File: src/rtl/csc_pkg.sv
package csc_pkg;
  localparam int PIX_W  = 8;
  localparam int FRAC_W = 8;
  localparam int REG_W  = 16;
  localparam int YOF_W  = PIX_W;          // signed, no fraction
  localparam int KY_W   = FRAC_W + 2;     // unsigned 2.8
  localparam int KRB_W  = FRAC_W + 3;     // signed 2.8
  localparam int KG_W   = FRAC_W + 2;     // signed 1.8
  localparam int CHR_W  = PIX_W + 1;      // re-centred chroma
  localparam int YS_W   = PIX_W + 2;      // luma plus offset
  localparam int LP_W   = PIX_W + KY_W;   // luma product
  localparam int PR_W   = KRB_W + CHR_W;  // chroma product
  localparam int ACC_W  = LP_W + 4;       // channel accumulator
  localparam int N_CH   = 3;

  typedef enum logic [2:0] {
    SEL_YOF = 3'd0, SEL_KY = 3'd1, SEL_KRU = 3'd2, SEL_KRV = 3'd3,
    SEL_KGU = 3'd4, SEL_KGV = 3'd5, SEL_KBU = 3'd6, SEL_KBV = 3'd7
  } coef_sel_e;

  typedef struct packed {
    logic [YOF_W-1:0] yof;
    logic [KY_W-1:0]  ky;
    logic [KRB_W-1:0] kru;
    logic [KRB_W-1:0] krv;
    logic [KG_W-1:0]  kgu;
    logic [KG_W-1:0]  kgv;
    logic [KRB_W-1:0] kbu;
    logic [KRB_W-1:0] kbv;
  } coef_t;
endpackage

File: src/rtl/csc_coef_bank.sv
module csc_coef_bank
  import csc_pkg::*;
(
  input  logic             clk,
  input  logic             rst_n,
  input  logic             we,
  input  logic [2:0]       sel,
  input  logic [REG_W-1:0] wdata,
  output coef_t            cfg
);
  coef_t cfg_q, cfg_d;

  always_comb begin
    cfg_d = cfg_q;
    case (coef_sel_e'(sel))
      SEL_YOF: cfg_d.yof = wdata[YOF_W-1:0];
      SEL_KY:  cfg_d.ky  = wdata[KY_W-1:0];
      SEL_KRU: cfg_d.kru = wdata[KRB_W-1:0];
      SEL_KRV: cfg_d.krv = wdata[KRB_W-1:0];
      SEL_KGU: cfg_d.kgu = wdata[KG_W-1:0];
      SEL_KGV: cfg_d.kgv = wdata[KG_W-1:0];
      SEL_KBU: cfg_d.kbu = wdata[KRB_W-1:0];
      SEL_KBV: cfg_d.kbv = wdata[KRB_W-1:0];
      default: cfg_d = cfg_q;
    endcase
  end

  always_ff @(posedge clk or negedge rst_n) begin
    if (!rst_n) begin
      cfg_q     <= '0;
      cfg_q.ky  <= KY_W'(1 << FRAC_W);
    end else if (we) begin
      cfg_q <= cfg_d;
    end
  end

  assign cfg = cfg_q;
endmodule

File: src/rtl/csc_front.sv
module csc_front
  import csc_pkg::*;
(
  input  logic                    clk,
  input  logic                    rst_n,
  input  logic                    en,
  input  logic [PIX_W-1:0]        y,
  input  logic [PIX_W-1:0]        u,
  input  logic [PIX_W-1:0]        v,
  input  coef_t                   cfg_in,
  output logic [PIX_W-1:0]        ys,
  output logic signed [CHR_W-1:0] uc,
  output logic signed [CHR_W-1:0] vc,
  output coef_t                   cfg_out
);
  logic [YS_W-1:0]  ysum;
  logic [PIX_W-1:0] ys_d;
  logic [CHR_W-1:0] uc_d, vc_d;

  always_comb begin
    ysum = YS_W'(y) + {{(YS_W-YOF_W){cfg_in.yof[YOF_W-1]}}, cfg_in.yof};
    if (ysum[YS_W-1])      ys_d = '0;
    else if (ysum[PIX_W])  ys_d = '1;
    else                   ys_d = ysum[PIX_W-1:0];
    uc_d = CHR_W'(u) - CHR_W'(1 << (PIX_W-1));
    vc_d = CHR_W'(v) - CHR_W'(1 << (PIX_W-1));
  end

  always_ff @(posedge clk or negedge rst_n) begin
    if (!rst_n) begin
      ys      <= '0;
      uc      <= '0;
      vc      <= '0;
      cfg_out <= '0;
    end else if (en) begin
      ys      <= ys_d;
      uc      <= $signed(uc_d);
      vc      <= $signed(vc_d);
      cfg_out <= cfg_in;
    end
  end
endmodule

File: src/rtl/csc_channel.sv
module csc_channel
  import csc_pkg::*;
(
  input  logic                    clk,
  input  logic                    rst_n,
  input  logic                    en_acc,
  input  logic                    en_out,
  input  logic [LP_W-1:0]         luma,
  input  logic signed [KRB_W-1:0] ku,
  input  logic signed [KRB_W-1:0] kv,
  input  logic signed [CHR_W-1:0] uc,
  input  logic signed [CHR_W-1:0] vc,
  output logic [PIX_W-1:0]        pix
);
  localparam logic [ACC_W-1:0] HALF = ACC_W'(1) << (FRAC_W-1);

  logic signed [PR_W-1:0]  pu, pv;
  logic [ACC_W-1:0]        acc_d, acc_q, rnd, shf;
  logic [PIX_W-1:0]        pix_d;

  always_comb begin
    pu    = PR_W'(ku) * PR_W'(uc);
    pv    = PR_W'(kv) * PR_W'(vc);
    acc_d = {{(ACC_W-LP_W){1'b0}}, luma}
          + {{(ACC_W-PR_W){pu[PR_W-1]}}, pu}
          + {{(ACC_W-PR_W){pv[PR_W-1]}}, pv};
  end

  always_comb begin
    rnd = acc_q + HALF;
    shf = ACC_W'($signed(rnd) >>> FRAC_W);
    if (shf[ACC_W-1])                pix_d = '0;
    else if (|shf[ACC_W-2:PIX_W])    pix_d = '1;
    else                             pix_d = shf[PIX_W-1:0];
  end

  always_ff @(posedge clk or negedge rst_n) begin
    if (!rst_n)      acc_q <= '0;
    else if (en_acc) acc_q <= acc_d;
  end

  always_ff @(posedge clk or negedge rst_n) begin
    if (!rst_n)      pix <= '0;
    else if (en_out) pix <= pix_d;
  end
endmodule

File: src/rtl/csc_yuv_rgb.sv
module csc_yuv_rgb
  import csc_pkg::*;
(
  input  logic             clk,
  input  logic             rst_n,
  input  logic             coef_we,
  input  logic [2:0]       coef_sel,
  input  logic [REG_W-1:0] coef_wdata,
  input  logic             in_valid,
  input  logic [PIX_W-1:0] in_y,
  input  logic [PIX_W-1:0] in_u,
  input  logic [PIX_W-1:0] in_v,
  output logic             out_valid,
  output logic [PIX_W-1:0] out_r,
  output logic [PIX_W-1:0] out_g,
  output logic [PIX_W-1:0] out_b
);
  localparam int N_STG = 3;

  coef_t                   cfg_live, cfg_s1;
  logic [PIX_W-1:0]        s1_y;
  logic signed [CHR_W-1:0] s1_u, s1_v;
  logic [LP_W-1:0]         luma;
  logic signed [KRB_W-1:0] ku [N_CH];
  logic signed [KRB_W-1:0] kv [N_CH];
  logic [PIX_W-1:0]        pix [N_CH];
  logic [N_STG-1:0]        vld_q, vld_d;

  csc_coef_bank u_bank (
    .clk(clk), .rst_n(rst_n), .we(coef_we), .sel(coef_sel),
    .wdata(coef_wdata), .cfg(cfg_live)
  );

  csc_front u_front (
    .clk(clk), .rst_n(rst_n), .en(in_valid),
    .y(in_y), .u(in_u), .v(in_v), .cfg_in(cfg_live),
    .ys(s1_y), .uc(s1_u), .vc(s1_v), .cfg_out(cfg_s1)
  );

  assign luma = LP_W'(s1_y) * LP_W'(cfg_s1.ky);

  always_comb begin
    ku[0] = $signed(cfg_s1.kru);
    kv[0] = $signed(cfg_s1.krv);
    ku[1] = $signed({{(KRB_W-KG_W){cfg_s1.kgu[KG_W-1]}}, cfg_s1.kgu});
    kv[1] = $signed({{(KRB_W-KG_W){cfg_s1.kgv[KG_W-1]}}, cfg_s1.kgv});
    ku[2] = $signed(cfg_s1.kbu);
    kv[2] = $signed(cfg_s1.kbv);
  end

  for (genvar c = 0; c < N_CH; c++) begin : g_ch
    csc_channel u_ch (
      .clk(clk), .rst_n(rst_n), .en_acc(vld_q[0]), .en_out(vld_q[1]),
      .luma(luma), .ku(ku[c]), .kv(kv[c]), .uc(s1_u), .vc(s1_v),
      .pix(pix[c])
    );
  end

  always_comb vld_d = {vld_q[N_STG-2:0], in_valid};

  always_ff @(posedge clk or negedge rst_n) begin
    if (!rst_n) vld_q <= '0;
    else        vld_q <= vld_d;
  end

  assign out_valid = vld_q[N_STG-1];
  assign out_r     = pix[0];
  assign out_g     = pix[1];
  assign out_b     = pix[2];
endmodule

File: config.mk
export PLATFORM = sky130hd
export DESIGN_NAME = csc_yuv_rgb
export DESIGN_NICKNAME = d
export VERILOG_FILES = /design/src/rtl/csc_pkg.sv /design/src/rtl/csc_coef_bank.sv /design/src/rtl/csc_front.sv /design/src/rtl/csc_channel.sv /design/src/rtl/csc_yuv_rgb.sv
export SDC_FILE = /design/constraint.sdc
export NUM_CORES = 2
export LEC_CHECK = 0
export BUFFER_PORTS_ARGS = -buffer_cell sky130_fd_sc_hd__buf_2
export CORE_MARGIN = 1
export CORE_UTILIZATION = 40
export DETAILED_ROUTE_END_ITERATION = 6
export PLACE_DENSITY = 0.55
export RECOVER_POWER = 100
export SYNTH_ARGS = -nofsm -noshare
export SYNTH_HDL_FRONTEND = slang
export SYNTH_SLANG_ARGS = --single-unit
File: constraint.sdc
create_clock -name clk -period 11.5 [get_ports clk]
set_input_delay 0 -clock clk [delete_from_list [all_inputs] [get_ports clk]]
set_output_delay 0 -clock clk [all_outputs]
set_load 0.02 [all_outputs]
**Word level (Yosys, flattened, before mapping)**

Index checks and enable logic that the tools add are counted.

- Register bits after elaboration: 275
- Output and inout port bits: 25
- Logic and storage cells: 71

- Add/subtract/negate cells: 12
- Multiply operators: 7
- Equal/unequal tests: 7
- Muxes and demuxes: 8
- Reductions and logical operators: 12

Operator list:

| operator | count |
|---|---|
| 11-bit by 9-bit multiplier with 20-bit output | 4 |
| 22-bit adder | 3 |
| 22-bit by 8-bit adder with 22-bit output, second input constant | 3 |
| 8-bit 2-to-1 mux | 8 |
| 19-bit by 20-bit adder with 21-bit output | 2 |
| 10-bit by 9-bit multiplier with 19-bit output | 2 |
| 19-bit by 19-bit adder with 20-bit output | 1 |
| 8-bit by 10-bit multiplier with 18-bit output | 1 |
| 6-bit OR reduction | 3 |
| 8-bit by 8-bit subtractor with 9-bit output, second input constant | 2 |
| 2-bit AND reduction | 8 |
| 3-bit == test, second input constant | 4 |
| 9-bit by 8-bit adder with 10-bit output | 1 |
| 3-bit by 2-bit == test with 1-bit output, second input constant | 2 |
| 3-bit by 1-bit == test with 1-bit output, second input constant | 1 |
| 3-bit zero test | 1 |

**Depth between registers and ports, before layout**

- Depth in word-level cells: 4
- Mapped depth: 40
- Mapped depth without buffers: 39

**By module**

From an unflattened synthesis, not the netlist that was laid out.

- Cells, all modules: 4,229
- Area total of the unflattened synthesis: 39,927.0 um^2

Modules (own cells, without submodules):

| module | instances | cells each | area an instance (um^2) |
|---|---|---|---|
| csc_channel at g_ch[0].u_ch | 1 | 1,151 | 9,914.5 |
| csc_channel at g_ch[2].u_ch | 1 | 1,148 | 9,887.0 |
| csc_channel at g_ch[1].u_ch | 1 | 1,144 | 9,884.5 |
| csc_front | 1 | 281 | 4,339.2 |
| csc_coef_bank | 1 | 179 | 3,126.7 |
| csc_yuv_rgb | 1 | 326 | 2,775.2 |

**Worst setup path after synthesis**

Ideal clock, no wire load.

- Kind: register -> register
- Start point: register u_front.ys[2]
- End point: register g_ch[0].u_ch.acc_q[20]
- Setup time: 125 ps
- Data arrival time: 8,491 ps
- Required time: 11,375 ps
- Slack: 2,884 ps
- Cell stages (with the launch flop): 37
- Path buffers: 1
- Path through: dfrtp_1 > clkbuf_1 > and2_1 > fa_1 > fa_1 > inv_1 > fa_1 > fa_1 > inv_1 > ha_1 > nor2b_1 > o21a_1 > nor2_1 > xnor2_1 > inv_1 > fa_1 > inv_1 > fa_1 > fa_1 > ha_1 > or2_2 > o31a_1 > o21ai_0 > nor2b_1 > o21a_1 > o41ai_1 > xnor2_1 > ha_1 > a21o_1 > a21o_1 > a21o_1 > a21oi_1 > o21bai_1 > a21o_1 > a211oi_1 > xnor2_1 > mux2_2

- Word-level cells in the longest chain between the ends: 3

RTL lines:

| element | RTL line | text |
|---|---|---|
| start: declaration | csc_front.sv:11 | `output logic [PIX_W-1:0] ys,` |
| start signal: assignment | csc_front.sv:36 | `ys <= ys_d;` |
| 8-bit by 10-bit multiplier with 18-bit output | csc_yuv_rgb.sv:40 | `assign luma = LP_W'(s1_y) * LP_W'(cfg_s1.ky);` |
| 19-bit by 20-bit adder with 21-bit output | csc_channel.sv:25 | `+ {{(ACC_W-PR_W){pu[PR_W-1]}}, pu}` |
| 22-bit adder | csc_channel.sv:26 | `+ {{(ACC_W-PR_W){pv[PR_W-1]}}, pv};` |
| end signal: assignment | csc_channel.sv:38 | `if (!rst_n) acc_q <= '0;` |
| end signal: assignment | csc_channel.sv:39 | `else if (en_acc) acc_q <= acc_d;` |
| end: declaration | csc_channel.sv:18 | `logic [ACC_W-1:0] acc_d, acc_q, rnd, shf;` |

Every way passes these cells.
A chain may end at the register's enable or synchronous reset.

**Worst setup path after layout**

- Start point: register u_front.ys[2]
- End point: register g_ch[2].u_ch.acc_q[20]

- Word-level cells in the longest chain between the ends: 3

RTL lines:

| element | RTL line |
|---|---|
| 8-bit by 10-bit multiplier with 18-bit output | csc_yuv_rgb.sv:40 |
| 19-bit by 20-bit adder with 21-bit output | csc_channel.sv:25 |
| 22-bit adder | csc_channel.sv:26 |
| end signal: assignment | csc_channel.sv:38 |
| end signal: assignment | csc_channel.sv:39 |
| end: declaration | csc_channel.sv:18 |

Every way passes these cells.

==> metrics.yaml <==
sta:
  finalCritPeriodShare_pct: 85.0
  drv_slew: 408
  worstMarginPinSlew_ns: 4.00
  fin_crit_ns: 9.77
  hold_viol: 0
  grt_setup_unrepaired: "no"
  timing.fmax_ghz: 0.102
  fin_skew_ns: 0.0333
  setup_viol: 0
  slew-limit-headroom_pct: -167
  finalSetupTns_ns: 0
floorplanning:
  rows: 112
  io_pins: 72
  die_area_um2: 95200
  start_util_pct: 40.3
  core-area_um2: 93200
  die_x_um: 308
  die_h_um: 308
synthesis:
  synth_fa_ha_area_share_pct: 44.7
  avgSynthCellArea_um2: 9.76
  syn_inst: 3849
  synth_top_cell_area_share_pct: 31.9
  yosys.area_share.simple_pct: 14.0
  ys_seq_elements: 252
  synth_compound_area_share_pct: 5.51
  ys_types: 66
  synthTopCellsByArea: "fa_1, dfrtp_1, ha_1"
  yosys.area.top_type: "fa_1"
  synth_top_family_by_area: "adder cells"
  synth_edf_count: 0
  seq_area_frac_synth_pct: 16.8
  yosys-top-cells-count: "inv_1, fa_1, ha_1"
  ys.flop_type: "dfrtp_1"
  synth_nets: 4879
  syn-cell-area_um2: 37600
  synth_xor_area_share_pct: 4.48
  yosys_warnings: 0
  async_reset_ff_share_pct: 100
  synth.most_common_cell: "inv_1"
  synthMuxAreaShare_pct: 5.93
clock_tree:
  cts-root-buf: "clkbuf_16"
  clk_latency_ns: 0.59
  cts_resized: 0
  htreeDepth: 2
  clock_sinks: 252
  cts_buffer_depth: 3
  cts_buffers: 36
  clkTransAtPathRegs_ns: 0.06
  cts_tree: "done"
critical_path:
  reg2reg_to: "g_ch[2].u_ch.acc_q[20]$_DFFE_PN0P_"
  end_kind: "register"
  worstPathArrival_ns: 10.22
  ff2ff_path_depth: 33
  path_buf_inv: 4
  critPathTopFamily: "adder cells"
  critPathMaxFanout: 11
  crit_required_ns: 11.95
  cp_common_cell: "fa_1"
  cpPeakStageDelay_ns: 0.69
  start_kind: "register"
  r2r_start: "u_front.ys[2]$_DFFE_PN0P_"
  worstSetupPathType: "register to register"
  critPathSlowestCell: "o41ai_1"
  r2r_slack_ns: 1.73
  startpoint: "u_front.ys[2]$_DFFE_PN0P_"
route:
  drc_errors: 0
  wl_per_cell_um: 18.1
  vias_per_cell: 4.93
  first_iter_violations: 1243
  finalWirelength_mm: 93.1
  drtAntennaViolNets: 0
  vias: 25400
  drt-pass1-iter-count: 7
place:
  placed_area_um2: 39200
  gp_congestion: 0.867
  dpl.hpwl_mm: 75.4
  portBuffers: 66
worst_hold_path:
  hold_start: "in_y[6]"
  min_path_type: "input pin to register"
  min_to: "u_front.ys[6]$_DFFE_PN0P_"
  hold_depth: 5
outcome:
  status: "finished, violations left"
  violations: "capacitance limit, slew limit"
grt:
  grt.overflow.total: 0
  grt_pass1_vias: 26500
  grt_pass1_wl_mm: 150
  antenna_found_initial: 7
  grt_util_all_layers_pct: 20.5
  grt_max_degree: 76
layout:
  fillers: 9130
  drive_above_1_share_pct: 8.69
  fin_util_pct: 43.7
  syn2layout_area_growth_pct: 8.44
  fin_nets: 4905
  stdcell_area_um2: 40700
job:
  cap_violations: 9
worst register-to-register path, delay by kind of cell (launching register included):
kind / cells / cell delay (ns)
adder cells (fa/ha/maj): 10 / 4.41
AO/OA/AOI/OAI: 7 / 1.69
AND/OR/NAND/NOR: 8 / 1.44
XOR/XNOR: 3 / 0.87
flip-flops: 1 / 0.50
buffers and inverters: 4 / 0.47
multiplexers: 1 / 0.27
per-layer routing:
metal / global-route usage [%] / up-vias / share of wire [%]
met4: 4.29 / 0 / 1.8
met2: 32.9 / 444 / 45
met3: 2.19 / 84 / 4.5
met1: 29.7 / 12800 / 49
li1: - / 12100 / -
met5: 0 / - / 0
sequential cells by signal (all words and copies together) (netlist names):
name and cells:
u_front.vc 8, u_front.cfg_out 74, u_bank.cfg 82, u_front.ys 8, u_front.uc 8, vld_q 3
g_ch.u_ch.pix 24, g_ch.u_ch.acc_q 45
layout by cell type (no fill, tap or decap), types with 79 or more instances in the layout:
master / Yosys / final
a21oi_1: 78 / 79
and2_1: 277 / 273
dfrtp_1: 251 / 249
fa_1: 599 / 599
ha_1: 384 / 384
inv_1: 709 / 709
mux2_2: 198 / 197
nand2_1: 378 / 378
nor2_1: 119 / 119
xnor2_1: 152 / 152
metrics by stage:
stage               cells  worst slack [ns]  hold slack, ns
floorplan            3849              2.88          -0.296
global placement     5048              1.82         -0.0136
detailed placement   5048              1.75         -0.0126
CTS                  5156              1.72          0.0205
global route         5156              1.11          0.0716
finish               5157              1.73          0.0649
cell type report:
class / instances / area, um^2 / share of cell area, %
antenna: 1 / 2.50 / 0.00614
clock buffer: 46 / 978 / 2.40
clock inverter: 19 / 285 / 0.700
inverter: 709 / 2660 / 6.53
multi-input combinational: 2734 / 28000 / 68.7
sequential: 252 / 6310 / 15.5
tap: 1254 / 1570 / 3.85
timing repair buffer: 142 / 933 / 2.29
logic make-up (layout without fill, tap and decap cells):
group | after synthesis | after routing
AO/OA/AOI/OAI | 315 | 315
other | 0 | 1
flip-flops | 252 | 252
adder cells (fa/ha/maj) | 983 | 983
AND/OR/NAND/NOR | 1046 | 1046
multiplexers | 198 | 198
buffers and inverters | 863 | 916
XOR/XNOR | 192 | 192
how the worst max path moves through the flow:
stage | endpoint | slack (ns) | depth (start not counted)
2_1_floorplan | g_ch[0].u_ch.acc_q[20]$_DFFE_PN0P_ | 2.88 | 36
3_3_place_gp | g_ch[0].u_ch.acc_q[20]$_DFFE_PN0P_ | 1.82 | 35
3_5_place_dp | g_ch[2].u_ch.acc_q[20]$_DFFE_PN0P_ | 1.75 | 33
4_1_cts | g_ch[2].u_ch.acc_q[20]$_DFFE_PN0P_ | 1.72 | 33
5_1_grt | g_ch[2].u_ch.acc_q[20]$_DFFE_PN0P_ | 1.11 | 33
6_report | g_ch[2].u_ch.acc_q[20]$_DFFE_PN0P_ | 1.73 | 33
what timing repair did:
item                      in CTS  in global routing
hold buffers                  43                  0
setup buffers                  0                  0
hold endpoints to repair     161                  0
Power is not shown: default switching activity piles up to over one toggle a cycle in this logic, so the estimate is an artifact.
